$ cat config.mk
export PLATFORM = sky130hd
export DESIGN_NAME = rst_seq_top
export DESIGN_NICKNAME = d
export VERILOG_FILES = /design/src/rtl/rst_seq_pkg.sv /design/src/rtl/rst_sync_2ff.sv /design/src/rtl/rst_pin_filter.sv /design/src/rtl/rst_put_timer.sv /design/src/rtl/rst_status_regs.sv /design/src/rtl/rst_seq_top.sv
export SDC_FILE = /design/constraint.sdc
export NUM_CORES = 1
export LEC_CHECK = 0
export ABC_AREA = 0
export ABC_CLOCK_PERIOD_IN_PS = 1300
export CAP_MARGIN = 30
export CORE_UTILIZATION = 45
export DETAILED_ROUTE_END_ITERATION = 8
export GPL_ROUTABILITY_DRIVEN = 0
export PLACE_DENSITY = 0.72
export SETUP_SLACK_MARGIN = 0.3
export SLEW_MARGIN = 10
export SYNTH_ARGS = -nofsm -noshare
export SYNTH_HDL_FRONTEND = slang
export SYNTH_SLANG_ARGS = --single-unit
$ cat constraint.sdc
create_clock -name clk -period 1.3 [get_ports clk]
set_input_delay 0.195 -clock clk [delete_from_list [all_inputs] [get_ports clk]]
set_output_delay 0.195 -clock clk [all_outputs]
set_load 0.005 [all_outputs]
$ cat src/rtl/rst_seq_pkg.sv
package rst_seq_pkg;
  localparam logic [1:0] ADDR_STAT  = 2'd0;
  localparam logic [1:0] ADDR_HOLD0 = 2'd1;
  localparam logic [1:0] ADDR_HOLD1 = 2'd2;
  localparam int STAT_POR = 0;
  localparam int STAT_BOR = 1;
  localparam int STAT_DSW = 2;
endpackage

$ cat src/rtl/rst_sync_2ff.sv
module rst_sync_2ff #(
  parameter int W = 1,
  parameter logic [W-1:0] RST_VAL = '0
) (
  input  logic         clk,
  input  logic         rst_n,
  input  logic [W-1:0] d,
  output logic [W-1:0] q
);
  logic [W-1:0] s1_q, s2_q;

  always_ff @(posedge clk or negedge rst_n) begin
    if (!rst_n) begin
      s1_q <= RST_VAL;
      s2_q <= RST_VAL;
    end else begin
      s1_q <= d;
      s2_q <= s1_q;
    end
  end

  assign q = s2_q;
endmodule

$ cat src/rtl/rst_pin_filter.sv
module rst_pin_filter #(
  parameter int FILT_LEN = 16
) (
  input  logic clk,
  input  logic rst_n,
  input  logic pin_s,
  output logic act
);
  localparam int CW = $clog2(FILT_LEN + 1);
  localparam logic [CW-1:0] LIM = CW'(FILT_LEN);

  logic [CW-1:0] cnt_q, cnt_d;

  always_comb begin
    cnt_d = cnt_q;
    if (pin_s)
      cnt_d = '0;
    else if (cnt_q != LIM)
      cnt_d = cnt_q + 1'b1;
  end

  always_ff @(posedge clk or negedge rst_n) begin
    if (!rst_n) cnt_q <= '0;
    else        cnt_q <= cnt_d;
  end

  assign act = (cnt_q == LIM);

  // acceptance only follows a low pin
  p_glitch_r2: assert property (@(posedge clk) disable iff (!rst_n)
    $rose(act) |-> $past(!pin_s));
endmodule

$ cat src/rtl/rst_put_timer.sv
module rst_put_timer #(
  parameter int PUT_LEN = 1024
) (
  input  logic clk,
  input  logic rst_n,
  input  logic restart,
  output logic done
);
  localparam int CW = $clog2(PUT_LEN + 1);
  localparam logic [CW-1:0] LIM = CW'(PUT_LEN);

  logic [CW-1:0] cnt_q, cnt_d;

  always_comb begin
    cnt_d = cnt_q;
    if (restart)
      cnt_d = '0;
    else if (cnt_q != LIM)
      cnt_d = cnt_q + 1'b1;
  end

  always_ff @(posedge clk or negedge rst_n) begin
    if (!rst_n) cnt_q <= '0;
    else        cnt_q <= cnt_d;
  end

  assign done = (cnt_q == LIM);

  // a returning condition always removes the expired state
  p_put_restart_r4: assert property (@(posedge clk) disable iff (!rst_n)
    restart |=> !done);
endmodule

$ cat src/rtl/rst_status_regs.sv
module rst_status_regs
  import rst_seq_pkg::*;
#(
  parameter int DW = 8
) (
  input  logic          clk,
  input  logic          rst_n,
  input  logic          main_bor,
  input  logic          lp_bor,
  input  logic          deep_sleep,
  input  logic          sys_up,
  input  logic          wr,
  input  logic [1:0]    addr,
  input  logic [DW-1:0] wdata,
  output logic [DW-1:0] rdata
);
  logic por_q, por_d, bor_q, bor_d, dsw_q, dsw_d, dsp_q;
  logic [DW-1:0] hold0_q, hold0_d, hold1_q, hold1_d;
  logic wr_stat;

  assign wr_stat = wr && (addr == ADDR_STAT);

  always_comb begin
    por_d = por_q;
    if (lp_bor)
      por_d = 1'b0;
    else if (wr_stat && wdata[STAT_POR])
      por_d = 1'b1;

    bor_d = bor_q;
    if (lp_bor || main_bor)
      bor_d = 1'b0;
    else if (wr_stat && wdata[STAT_BOR])
      bor_d = 1'b1;

    dsw_d = dsw_q;
    if (lp_bor)
      dsw_d = 1'b0;
    else if (dsp_q && !deep_sleep && sys_up)
      dsw_d = 1'b1;

    hold0_d = hold0_q;
    hold1_d = hold1_q;
    if (lp_bor) begin
      hold0_d = '0;
      hold1_d = '0;
    end else if (wr) begin
      if (addr == ADDR_HOLD0) hold0_d = wdata;
      if (addr == ADDR_HOLD1) hold1_d = wdata;
    end
  end

  always_ff @(posedge clk or negedge rst_n) begin
    if (!rst_n) begin
      por_q   <= 1'b0;
      bor_q   <= 1'b0;
      dsw_q   <= 1'b0;
      dsp_q   <= 1'b0;
      hold0_q <= '0;
      hold1_q <= '0;
    end else begin
      por_q   <= por_d;
      bor_q   <= bor_d;
      dsw_q   <= dsw_d;
      dsp_q   <= deep_sleep;
      hold0_q <= hold0_d;
      hold1_q <= hold1_d;
    end
  end

  always_comb begin
    rdata = '0;
    case (addr)
      ADDR_STAT: begin
        rdata[STAT_POR] = por_q;
        rdata[STAT_BOR] = bor_q;
        rdata[STAT_DSW] = dsw_q;
      end
      ADDR_HOLD0: rdata = hold0_q;
      ADDR_HOLD1: rdata = hold1_q;
      default: rdata = '0;
    endcase
  end

  // once set, the power-on flag is only lost to a power-like event
  p_por_sticky_r5: assert property (@(posedge clk) disable iff (!rst_n)
    (por_q && !lp_bor) |=> por_q);
  // brown-out clears its flag
  p_bor_clear_r6: assert property (@(posedge clk) disable iff (!rst_n)
    (main_bor || lp_bor) |=> !bor_q);
  // low-power brown-out wipes the holding registers
  p_hold_wipe_r8: assert property (@(posedge clk) disable iff (!rst_n)
    lp_bor |=> (hold0_q == '0 && hold1_q == '0));
  // wake bit is 0 after a low-power brown-out
  p_dsw_lp_r9: assert property (@(posedge clk) disable iff (!rst_n)
    lp_bor |=> !dsw_q);
  // event beats a simultaneous set request
  p_evt_prio_r10: assert property (@(posedge clk) disable iff (!rst_n)
    (lp_bor && wr_stat && wdata[STAT_POR]) |=> !por_q);
endmodule

$ cat src/rtl/rst_seq_top.sv
module rst_seq_top #(
  parameter int FILT_LEN = 16,
  parameter int PUT_LEN  = 1024,
  parameter int DW       = 8
) (
  input  logic          clk,
  input  logic          por_n,
  input  logic          ext_rst_n,
  input  logic          bor_main,
  input  logic          bor_lp,
  input  logic          bor_main_en,
  input  logic          bor_lp_en,
  input  logic          deep_sleep,
  input  logic          bus_wr,
  input  logic [1:0]    bus_addr,
  input  logic [DW-1:0] bus_wdata,
  output logic [DW-1:0] bus_rdata,
  output logic          sys_rst_n
);
  logic rst_n_i;
  logic pin_s, bm_s, bl_s;
  logic main_evt, lp_evt, pwr_evt;
  logic ext_act, put_done;
  logic sys_q, sys_d;

  rst_sync_2ff #(.W(1), .RST_VAL(1'b0)) u_por_sync (
    .clk(clk), .rst_n(por_n), .d(1'b1), .q(rst_n_i)
  );

  rst_sync_2ff #(.W(3), .RST_VAL(3'b100)) u_in_sync (
    .clk(clk), .rst_n(rst_n_i),
    .d({ext_rst_n, bor_main, bor_lp}),
    .q({pin_s, bm_s, bl_s})
  );

  assign main_evt = !deep_sleep && bor_main_en && bm_s;
  assign lp_evt   = deep_sleep && bor_lp_en && bl_s;
  assign pwr_evt  = main_evt || lp_evt;

  rst_pin_filter #(.FILT_LEN(FILT_LEN)) u_filt (
    .clk(clk), .rst_n(rst_n_i), .pin_s(pin_s), .act(ext_act)
  );

  rst_put_timer #(.PUT_LEN(PUT_LEN)) u_put (
    .clk(clk), .rst_n(rst_n_i), .restart(pwr_evt), .done(put_done)
  );

  rst_status_regs #(.DW(DW)) u_stat (
    .clk(clk), .rst_n(rst_n_i),
    .main_bor(main_evt), .lp_bor(lp_evt),
    .deep_sleep(deep_sleep), .sys_up(sys_q),
    .wr(bus_wr), .addr(bus_addr), .wdata(bus_wdata), .rdata(bus_rdata)
  );

  always_comb begin
    sys_d = put_done && !pwr_evt && !ext_act;
  end

  always_ff @(posedge clk or negedge rst_n_i) begin
    if (!rst_n_i) sys_q <= 1'b0;
    else          sys_q <= sys_d;
  end

  assign sys_rst_n = sys_q;

  // accepted pin reset drives the system reset
  p_pin_rst_r1: assert property (@(posedge clk) disable iff (!rst_n_i)
    ext_act |=> !sys_rst_n);
  // a power condition holds the system in reset
  p_pwr_rst_r4: assert property (@(posedge clk) disable iff (!rst_n_i)
    pwr_evt |=> !sys_rst_n);
  // release never happens before the timer has expired
  p_put_gate_r3: assert property (@(posedge clk) disable iff (!rst_n_i)
    $rose(sys_rst_n) |-> $past(put_done));
endmodule

Word level (Yosys, flattened, before mapping)
Cells that the tools add are included.
Operators by class
  add/sub/neg operators: 2
  equality and inequality tests: 6
  muxes and demuxes: 18
  reductions and logical operators: 26
Operator list (count)
  $mux W8: 6
  $mux W11: 2
  $reduce_bool A2 Y1: 8
  $add A11 B1 Y11 const B: 1
  $eq A11 B11 Y1 const B: 1
  $logic_and A1 B1 Y1: 11
  $ne A11 B11 Y1 const B: 1
  $mux W5: 2
  $pmux W5 S2: 1
  $pmux W3 S3: 1
  $mux W1: 6
  $add A5 B1 Y5 const B: 1
  $eq A5 B5 Y1 const B: 1
  $ne A5 B5 Y1 const B: 1
  $reduce_and A2 Y1: 2
  $logic_not A1 Y1: 3
  $eq A2 B1 Y1 const B: 1
  $eq A2 B2 Y1 const B: 1
  $logic_not A2 Y1: 1
  $logic_or A1 B1 Y1: 1
Storage, ports and cells
  flip-flop bits (word level): 45
  input port bits: 19
  output and inout port bits: 9

Longest topological paths before layout
Gate-level depths: netlist of the first run.
  depth in word-level cells: 7
  mapped depth: 6

By module
From an unflattened synthesis of the first run, not the netlist that was laid out.
Unflattened totals
  cells, all modules: 209
  area total of the unflattened synthesis: 2298.5 um^2
Modules (own cells, without submodules)
  rst_status_regs: instances 1, cells each 108, area each 1131.1 um^2
  rst_put_timer: instances 1, cells each 61, area each 604.3 um^2
  rst_pin_filter: instances 1, cells each 26, area each 289.0 um^2
  rst_sync_2ff (u_in_sync): instances 1, cells each 6, area each 152.6 um^2
  rst_seq_top: instances 1, cells each 6, area each 71.3 um^2
  rst_sync_2ff (u_por_sync): instances 1, cells each 2, area each 50.0 um^2

Least setup slack after synthesis of the first run
No wires, ideal clock.
  path kind: register to register
  start: register u_put.cnt_q[0]
  end: register u_put.cnt_q[2]
  arrival: 1310 ps
  data required time: 1223 ps
  path slack: -88 ps
  cell stages (with the launch flop): 6
  cells stage by stage: dfrtp_1 -> inv_1 -> ha_1 -> nor4b_2 -> a311o_2 -> a21oi_1
Between the ends
  word-level cells in the longest chain between the ends: 3
  elaborated cells on any way between the ends: 5
  classes of those cells: add/sub: 1; eq/ne: 1; mux: 2; reduce/logical: 1
Ends and longest elaborated chain
  start: declaration: line rst_put_timer.sv:12  | logic [CW-1:0] cnt_q, cnt_d;
  start signal: assignment: line rst_put_timer.sv:24  | else cnt_q <= cnt_d;
  $add A11 B1 Y11: line rst_put_timer.sv:19  | cnt_d = cnt_q + 1'b1;
  $mux W11: line rst_put_timer.sv:18  | else if (cnt_q != LIM)
  $mux W11: line rst_put_timer.sv:16  | if (restart)
Parallel ways exist; a longest one is shown, timed or not. The select of a mux whose other input is x is not followed.
A chain may end at the register's enable or synchronous reset.

Final worst setup path of the first run
  start: input port bus_addr[1]
  end: output port bus_rdata[2]
Between the ends
  word-level cells in the longest chain between the ends: 2
  elaborated cells on any way between the ends: 4
  classes of those cells: eq/ne: 2; mux: 1; reduce/logical: 1
Ends and longest elaborated chain
  start: declaration: line rst_seq_top.sv:15  | input logic [1:0] bus_addr,
  $eq A2 B2 Y1, or another cell as far along: line rst_status_regs.sv:73  | case (addr)
  $pmux W3 S3 (*): line rst_status_regs.sv:73
  end: declaration: line rst_seq_top.sv:17  | output logic [DW-1:0] bus_rdata,
Every way passes the cells marked *; elsewhere a longest branch is shown, timed or not.

==> flow_summary_export.csv, run 1 <==
group,metric,value,unit
outcome,outcome,"complete, but fails checks",
outcome,violations,"setup timing",
synthesis,ys_ff_latch,45,
clock_network,cts_root_buffer,"clkbuf_8",
cells_and_area,fill_cells,258,
setup_path,worstPathRequired,1.11,ns
floorplanning,core_area,0.00438,mm²
route,via_per_inst,5.90,
floorplanning,start_util,0.472,
floorplanning,die_h,69.8,µm
clock_network,cts_sinks,45,
cells_and_area,nNetsFinal,317,
synthesis,synth.top_cell.area_share,0.520,
floorplanning,fp.dieW,69.8,µm
route,drt_iter0_markers,177,
clock_network,clock_latency,0.31,ns
sta,fin_skew,0.0118,ns
synthesis,post_synth_instance_area,0.00207,mm²
clock_network,cts_buffers,5,
clock_network,clockBufferDepth,2,
flow_run,drv_cap,0,
synthesis,synthCells,204,
cells_and_area,diodes,0,
route,drc,0,
synthesis,synthFlopType,"dfrtp_1",
global_route,overflow,0,
global_route,grt_pass1_wl,9510,µm
power,clkPwrFrac,0.225,
route,first_pass_iters,4,
placement,port_buffers,27,
sta,rsz0062_at_grt,"yes",
synthesis,synth_seq_area_share,0.545,
setup_path,r2r-start,"u_put.cnt_q[0]$_DFFE_PN0P_",
route,wl_per_cell,18.4,µm
global_route,grt-busiest-layer,"met2",
cells_and_area,finish.utilization,0.786,
sta,period_share,1.14,
sta,hold_viol,0,
power,vdd.ir_drop.worst,0.704,mV
clock_network,h-tree-depth,2,
global_route,met1_usage,0.310,
power,power.density,1100,mW/mm²
synthesis,syn_nets,231,
power,p_int,2.59,mW
cells_and_area,layout-drive-gt1-share,0.546,
route,wl,6320,µm
synthesis,async_flop_share,1.00,
floorplanning,rows,24,
global_route,grt_max_degree,19,
power,p_sw_frac,0.316,
cells_and_area,areaGrowthSynthToFinish,66.5,%
power,p_leak,1.46,nW
setup_path,crit_path_end_kind,"primary output",
synthesis,yosys-top-cells-area,"dfrtp_1 (52%), a21oi_1 (6.0%), nand3_1 (5.8%)",
floorplanning,die-area,0.00487,mm²
global_route,grtUsageMet2,0.429,
sta,setup_violations,15,
cells_and_area,regArea,0.00113,mm²
clock_network,tritoncts,"done",
setup_path,worstSetupStartpoint,"bus_addr[1]",
route,vias,2022,
sta,max_freq,0.677,GHz
synthesis,synth-edff-count,0,
synthesis,yosysTopAreaCell,"dfrtp_1",
floorplanning,boundaryPins,28,
cells_and_area,multiInputGateArea,0.00126,mm²
clock_network,clk_pin_slew_worst_paths,0.08,ns
global_route,grt_pass1_vias,2030,
route,drtAntennaViolNets,0,
global_route,grt_util_all_layers,0.250,
setup_path,critPathLaunchType,"input pin",
placement,dp_hpwl,3090,µm
synthesis,yosysWarnings,0,
sta,period_needed,1.48,ns
setup_path,path_class,"input pin to primary output",
sta,timing.final.ws_setup,-0.178,ns
sta,holdWs,0.0456,ns
worst_hold_path,hold_path.class,"input pin to async pin",
synthesis,synth.avg_cell_area,10.1,µm²
setup_path,worstPathArrival,1.28,ns
power,p_comb_frac,0.331,
global_route,antenna_found_initial,0,
power,p_seq_frac,0.444,
setup_path,worstPathMaxFanout,4,
power,switchingPower,1.20,mW
global_route,grt_use_met3,0.0567,
synthesis,synth.distinct_cells,31,
setup_path,reg2reg_slack,-0.16,ns
sta,slew_viol_final,0,
placement,pre_cts_slack,-0.874,ns
[placed cells by master, fill, tap and decap left out, drive strengths merged, types with 2 or more instances in the layout]
cell	n
buf	70
dfrtp	43
a21oi	25
nand3	24
nand2	22
clkdlybuf4s50	13
nor2	13
inv	9
ha	8
clkbuf	8
a22oi	5
nor2b	5
xor2	4
a31o	4
a222oi	3
o31ai	3
or4	3
o21ai	3
or3	3
nand4	3
a31oi	3
nor4b	2
nor3	2
xnor2	2
dlymetal6s2s	2
dfstp	2
[per-layer routing]
metal	share of wire	up-vias
li1	-	901
met1	0.40	1028
met2	0.53	75
met3	0.041	18
met4	0.023	0
met5	0	-
[state kept, by name, indices dropped and copies added, names as in the netlist, 3 cells and up]
signal and flops:
u_stat.hold1_q 8, u_in_sync.q 3, u_filt.cnt_q 5, u_stat.hold0_q 8
u_in_sync.s1_q 3, u_put.cnt_q 11
[cell usage after synthesis (2+ instances only)]
cell / instances
a31o_2: 3
nand3_1: 24
nand2_1: 22
a22oi_1: 5
a21oi_1: 25
o21ai_0: 3
inv_1: 9
or3_2: 2
nand4_1: 2
dfrtp_1: 43
dfstp_2: 2
xor2_1: 4
nor2b_1: 5
nor3_1: 2
xnor2_1: 2
or4_1: 3
nor2_1: 13
nor4b_2: 2
a222oi_1: 3
clkbuf_1: 8
ha_1: 8
o31ai_1: 3
a31oi_1: 3
[worst max-delay path: stages]
cell      delay, ns
buf_6          0.09
buf_8          0.13
buf_6          0.12
ha_4           0.17
buf_6          0.12
a222oi_1       0.27
nor2_1         0.07
buf_2          0.13
[logic make-up after synthesis]
family	share of synthesized area
other	0.00181
XOR/XNOR	0.0254
AO/OA/AOI/OAI	0.138
adder cells (fa/ha/maj)	0.0484
multiplexers	0.00484
buffers and inverters	0.0332
AND/OR/NAND/NOR	0.203
flip-flops	0.545
[power by group through the flow]
stage	Clock, mW	Combinational [mW]	Sequential [mW]
after floorplan	0	0.376	1.69
after global placement	0	0.734	1.67
after detailed placement	0	0.748	1.68
after CTS	0.881	1.05	1.66
after global routing	0.939	1.34	1.69
final	0.851	1.25	1.68
[what timing repair did]
action	in CTS	in global routing
gates resized for setup	108	49
cloned	1	2
setup endpoints to repair	44	43
hold buffers	0	0
pin swaps	34	24
setup buffers	25	2
[path summary, 6_finish.rpt]
kind                                                to  cells after the start
setup reg to reg            u_put.cnt_q[2]$_DFFE_PN0P_                      6
hold reg to reg            u_put.cnt_q[10]$_DFFE_PN0P_                      0
hold / removal               u_por_sync.s1_q$_DFF_PN0_                      1
setup / recovery                          bus_rdata[2]                      8
max in group asynchronous  u_in_sync.s1_q[2]$_DFF_PN1_                      1
min in group clk                u_stat.dsp_q$_DFF_PN0_                      1
[layout make-up]
type | count | area share
multi-input combinational | 142 | 0.365
clock buffer | 7 | 0.0221
sequential | 45 | 0.329
tap | 52 | 0.0189
timing repair buffer | 87 | 0.244
inverter | 9 | 0.0178
clock inverter | 1 | 0.00218
[per-stage QoR]
stage          setup TNS [ns]  instances  power [mW]  area [µm²]
3_5_place_dp           -15.06        305        2.42        2690
2_1_floorplan         -0.0687        204        2.07        2200
3_3_place_gp           -14.49        305        2.41        2690
5_1_grt                 -2.19        343        3.97        3450
4_1_cts                -0.901        339        3.58        3180
6_report                -1.39        343        3.79        3450
Power figures use the tool's default switching activity.
==> run 2: changes to the inputs <==
REMOVE_ABC_BUFFERS = 1   (was default)
==> run 2 against run 1 <==
The flow still finishes with violations (setup timing); worst hold slack improved by 0.00061 ns; die area did not move; flip-flop and latch count did not move; critical path depth fell by 5; wire length fell by 11%; sequential share of layout area rose by 1.4 points; register-to-register slack improved by 0.02 ns; final area fell by 3.7%; power rose by 1.4%; critical endpoint unchanged; largest cell class unchanged.
==> flow_summary_export.csv, run 2 (same netlist as run 1, synthesis figures left out) <==
group,metric,value,unit
outcome,outcome,"complete, but fails checks",
outcome,violations,"setup timing",
route,drt_iter0_markers,158,
power,p_comb_frac,0.327,
setup_path,cpMaxStageDelayCell,"dfrtp_1",
floorplanning,fp.dieW,69.8,µm
floorplanning,rows,24,
cells_and_area,reg_top3,"u_put.cnt_q (11), u_stat.hold0_q (8), u_stat.hold1_q (8)",
cells_and_area,layout_common_cells,"buf_4 (39), dfrtp_1 (35), buf_6 (23), nand2_1 (18), nand3_1 (17)",
setup_path,path_class,"register to primary output",
global_route,grt_max_degree,19,
cells_and_area,nNetsFinal,320,
route,wl_per_cell,16.2,µm
placement,pre_cts_slack,-0.918,ns
placement,port_buffers,27,
flow_run,drv_cap,0,
power,p_seq_frac,0.438,
clock_network,cts_sinks,45,
floorplanning,boundaryPins,28,
sta,period_share,1.13,
placement,dp_hpwl,3070,µm
sta,fin_skew,0.00930,ns
cells_and_area,largest_reg_flops,11,
power,switchingPower,1.16,mW
setup_path,path_cells,"a222oi_1 -> nor2_1 -> buf_2",
setup_path,critPathTopFamily,"flip-flops",
sta,timing.final.ws_setup,-0.164,ns
floorplanning,start_util,0.472,
setup_path,worstPathRequired,1.11,ns
clock_network,clock_latency,0.31,ns
global_route,grt_pass1_wl,8840,µm
sta,setup_violations,13,
route,drc,0,
power,vdd.ir_drop.worst,1.20,mV
clock_network,cts_root_buffer,"clkbuf_8",
route,via_per_inst,5.61,
setup_path,critPathLaunchType,"register",
clock_network,tritoncts,"done",
setup_path,worstPathArrival,1.27,ns
cells_and_area,final_common_cell,"buf_4",
power,p_leak,1.48,nW
setup_path,worstPathMaxFanout,2,
power,total_power,3.84,mW
route,first_pass_iters,4,
cells_and_area,areaGrowthSynthToFinish,60.3,%
route,vias,1941,
clock_network,clk_pin_slew_worst_paths,0.07,ns
clock_network,clockBufferDepth,2,
global_route,overflow,0,
power,clkPwrFrac,0.235,
power,p_int,2.68,mW
placement,dp.cells,310,
clock_network,cts_buffers,5,
cells_and_area,finish.utilization,0.757,
sta,period_needed,1.46,ns
placement,place_area,0.00265,mm²
setup_path,cp_num_buf_inv,1,
cells_and_area,diodes,0,
sta,rsz0062_at_grt,"yes",
route,wl,5600,µm
clock_network,hold_buffers,0,
sta,slew_viol_final,0,
global_route,grt_util_all_layers,0.231,
setup_path,cp_slowest_stage_delay,0.41,ns
global_route,grt_pass1_vias,1892,
cells_and_area,largest-register,"u_put.cnt_q",
floorplanning,die_h,69.8,µm
route,drtAntennaViolNets,0,
power,power.density,1160,mW/mm²
sta,fin_tns_setup,-1.04,ns
floorplanning,core_area,0.00438,mm²
setup_path,crit_path_end_kind,"primary output",
cells_and_area,layoutNonFillerInstCount,346,
clock_network,h-tree-depth,2,
global_route,antenna_found_initial,0,
power,p_sw_frac,0.302,
floorplanning,die-area,0.00487,mm²
sta,holdWs,0.0462,ns
sta,max_freq,0.683,GHz
worst_hold_path,hold_path.class,"input pin to async pin",
cells_and_area,layout-drive-gt1-share,0.510,
sta,hold_viol,0,
cells_and_area,stdcell_area,0.00332,mm²
## run 2: cell count changes in the layout (fill, tap and decap cells not counted), sizes merged
| cell | previous run | this run |
|---|---|---|
| dlygate4sd2 | 1 | 0 |
| clkdlybuf4s50 | 13 | 15 |
| dlymetal6s2s | 2 | 1 |
| buf | 70 | 74 |
| clkinvlp | 1 | 0 |
## run 2: metal layers
metal,share of wire,vias up,wire (µm),global-route usage
li1,-,907,-,-
met1,0.43,959,2390,0.307
met2,0.50,63,2790,0.370
met3,0.057,12,320,0.0581
met4,0.018,0,102,0.0756
met5,0,-,0,0
## run 2: final cells by class
cell class / instances / area (µm²)
Clock buffer: 8 / 90.1
Multi-Input combinational cell: 142 / 1200
Tap cell: 52 / 65.1
Timing Repair Buffer: 90 / 790
Fill cell: 295 / 1070
Sequential cell: 45 / 1140
Inverter: 9 / 36.3
## run 2: worst paths after layout
check                                         endpoint  cells after the start  slack (ns)                        from
min                             u_por_sync.q$_DFF_PN0_                      1        0.05                       por_n
min in group clk           u_in_sync.s1_q[2]$_DFF_PN1_                      1        0.29                   ext_rst_n
max                                       bus_rdata[2]                      3       -0.16    u_stat.dsw_q$_DFFE_PN0P_
max reg2reg                 u_put.cnt_q[2]$_DFFE_PN0P_                      6       -0.14  u_put.cnt_q[0]$_DFFE_PN0P_
min reg2reg                 u_put.cnt_q[3]$_DFFE_PN0P_                      0        0.20      u_por_sync.q$_DFF_PN0_
max in group asynchronous   u_put.cnt_q[5]$_DFFE_PN0P_                      1        0.59      u_por_sync.q$_DFF_PN0_
## run 2: timing repair
action	CTS	global route
pin swaps	42	22
buffers inserted	11	15
cloned	1	1
endpoints found under the setup margin	43	29
gates resized for setup	114	33
## run 2: power by group through the flow
stage,Sequential [mW],Combinational [mW],Clock [mW]
after floorplan,1.69,0.319,0
after global placement,1.68,0.723,0
after detailed placement,1.68,0.743,0
after CTS,1.67,1.07,0.909
after global routing,1.70,1.35,0.975
final,1.68,1.25,0.904
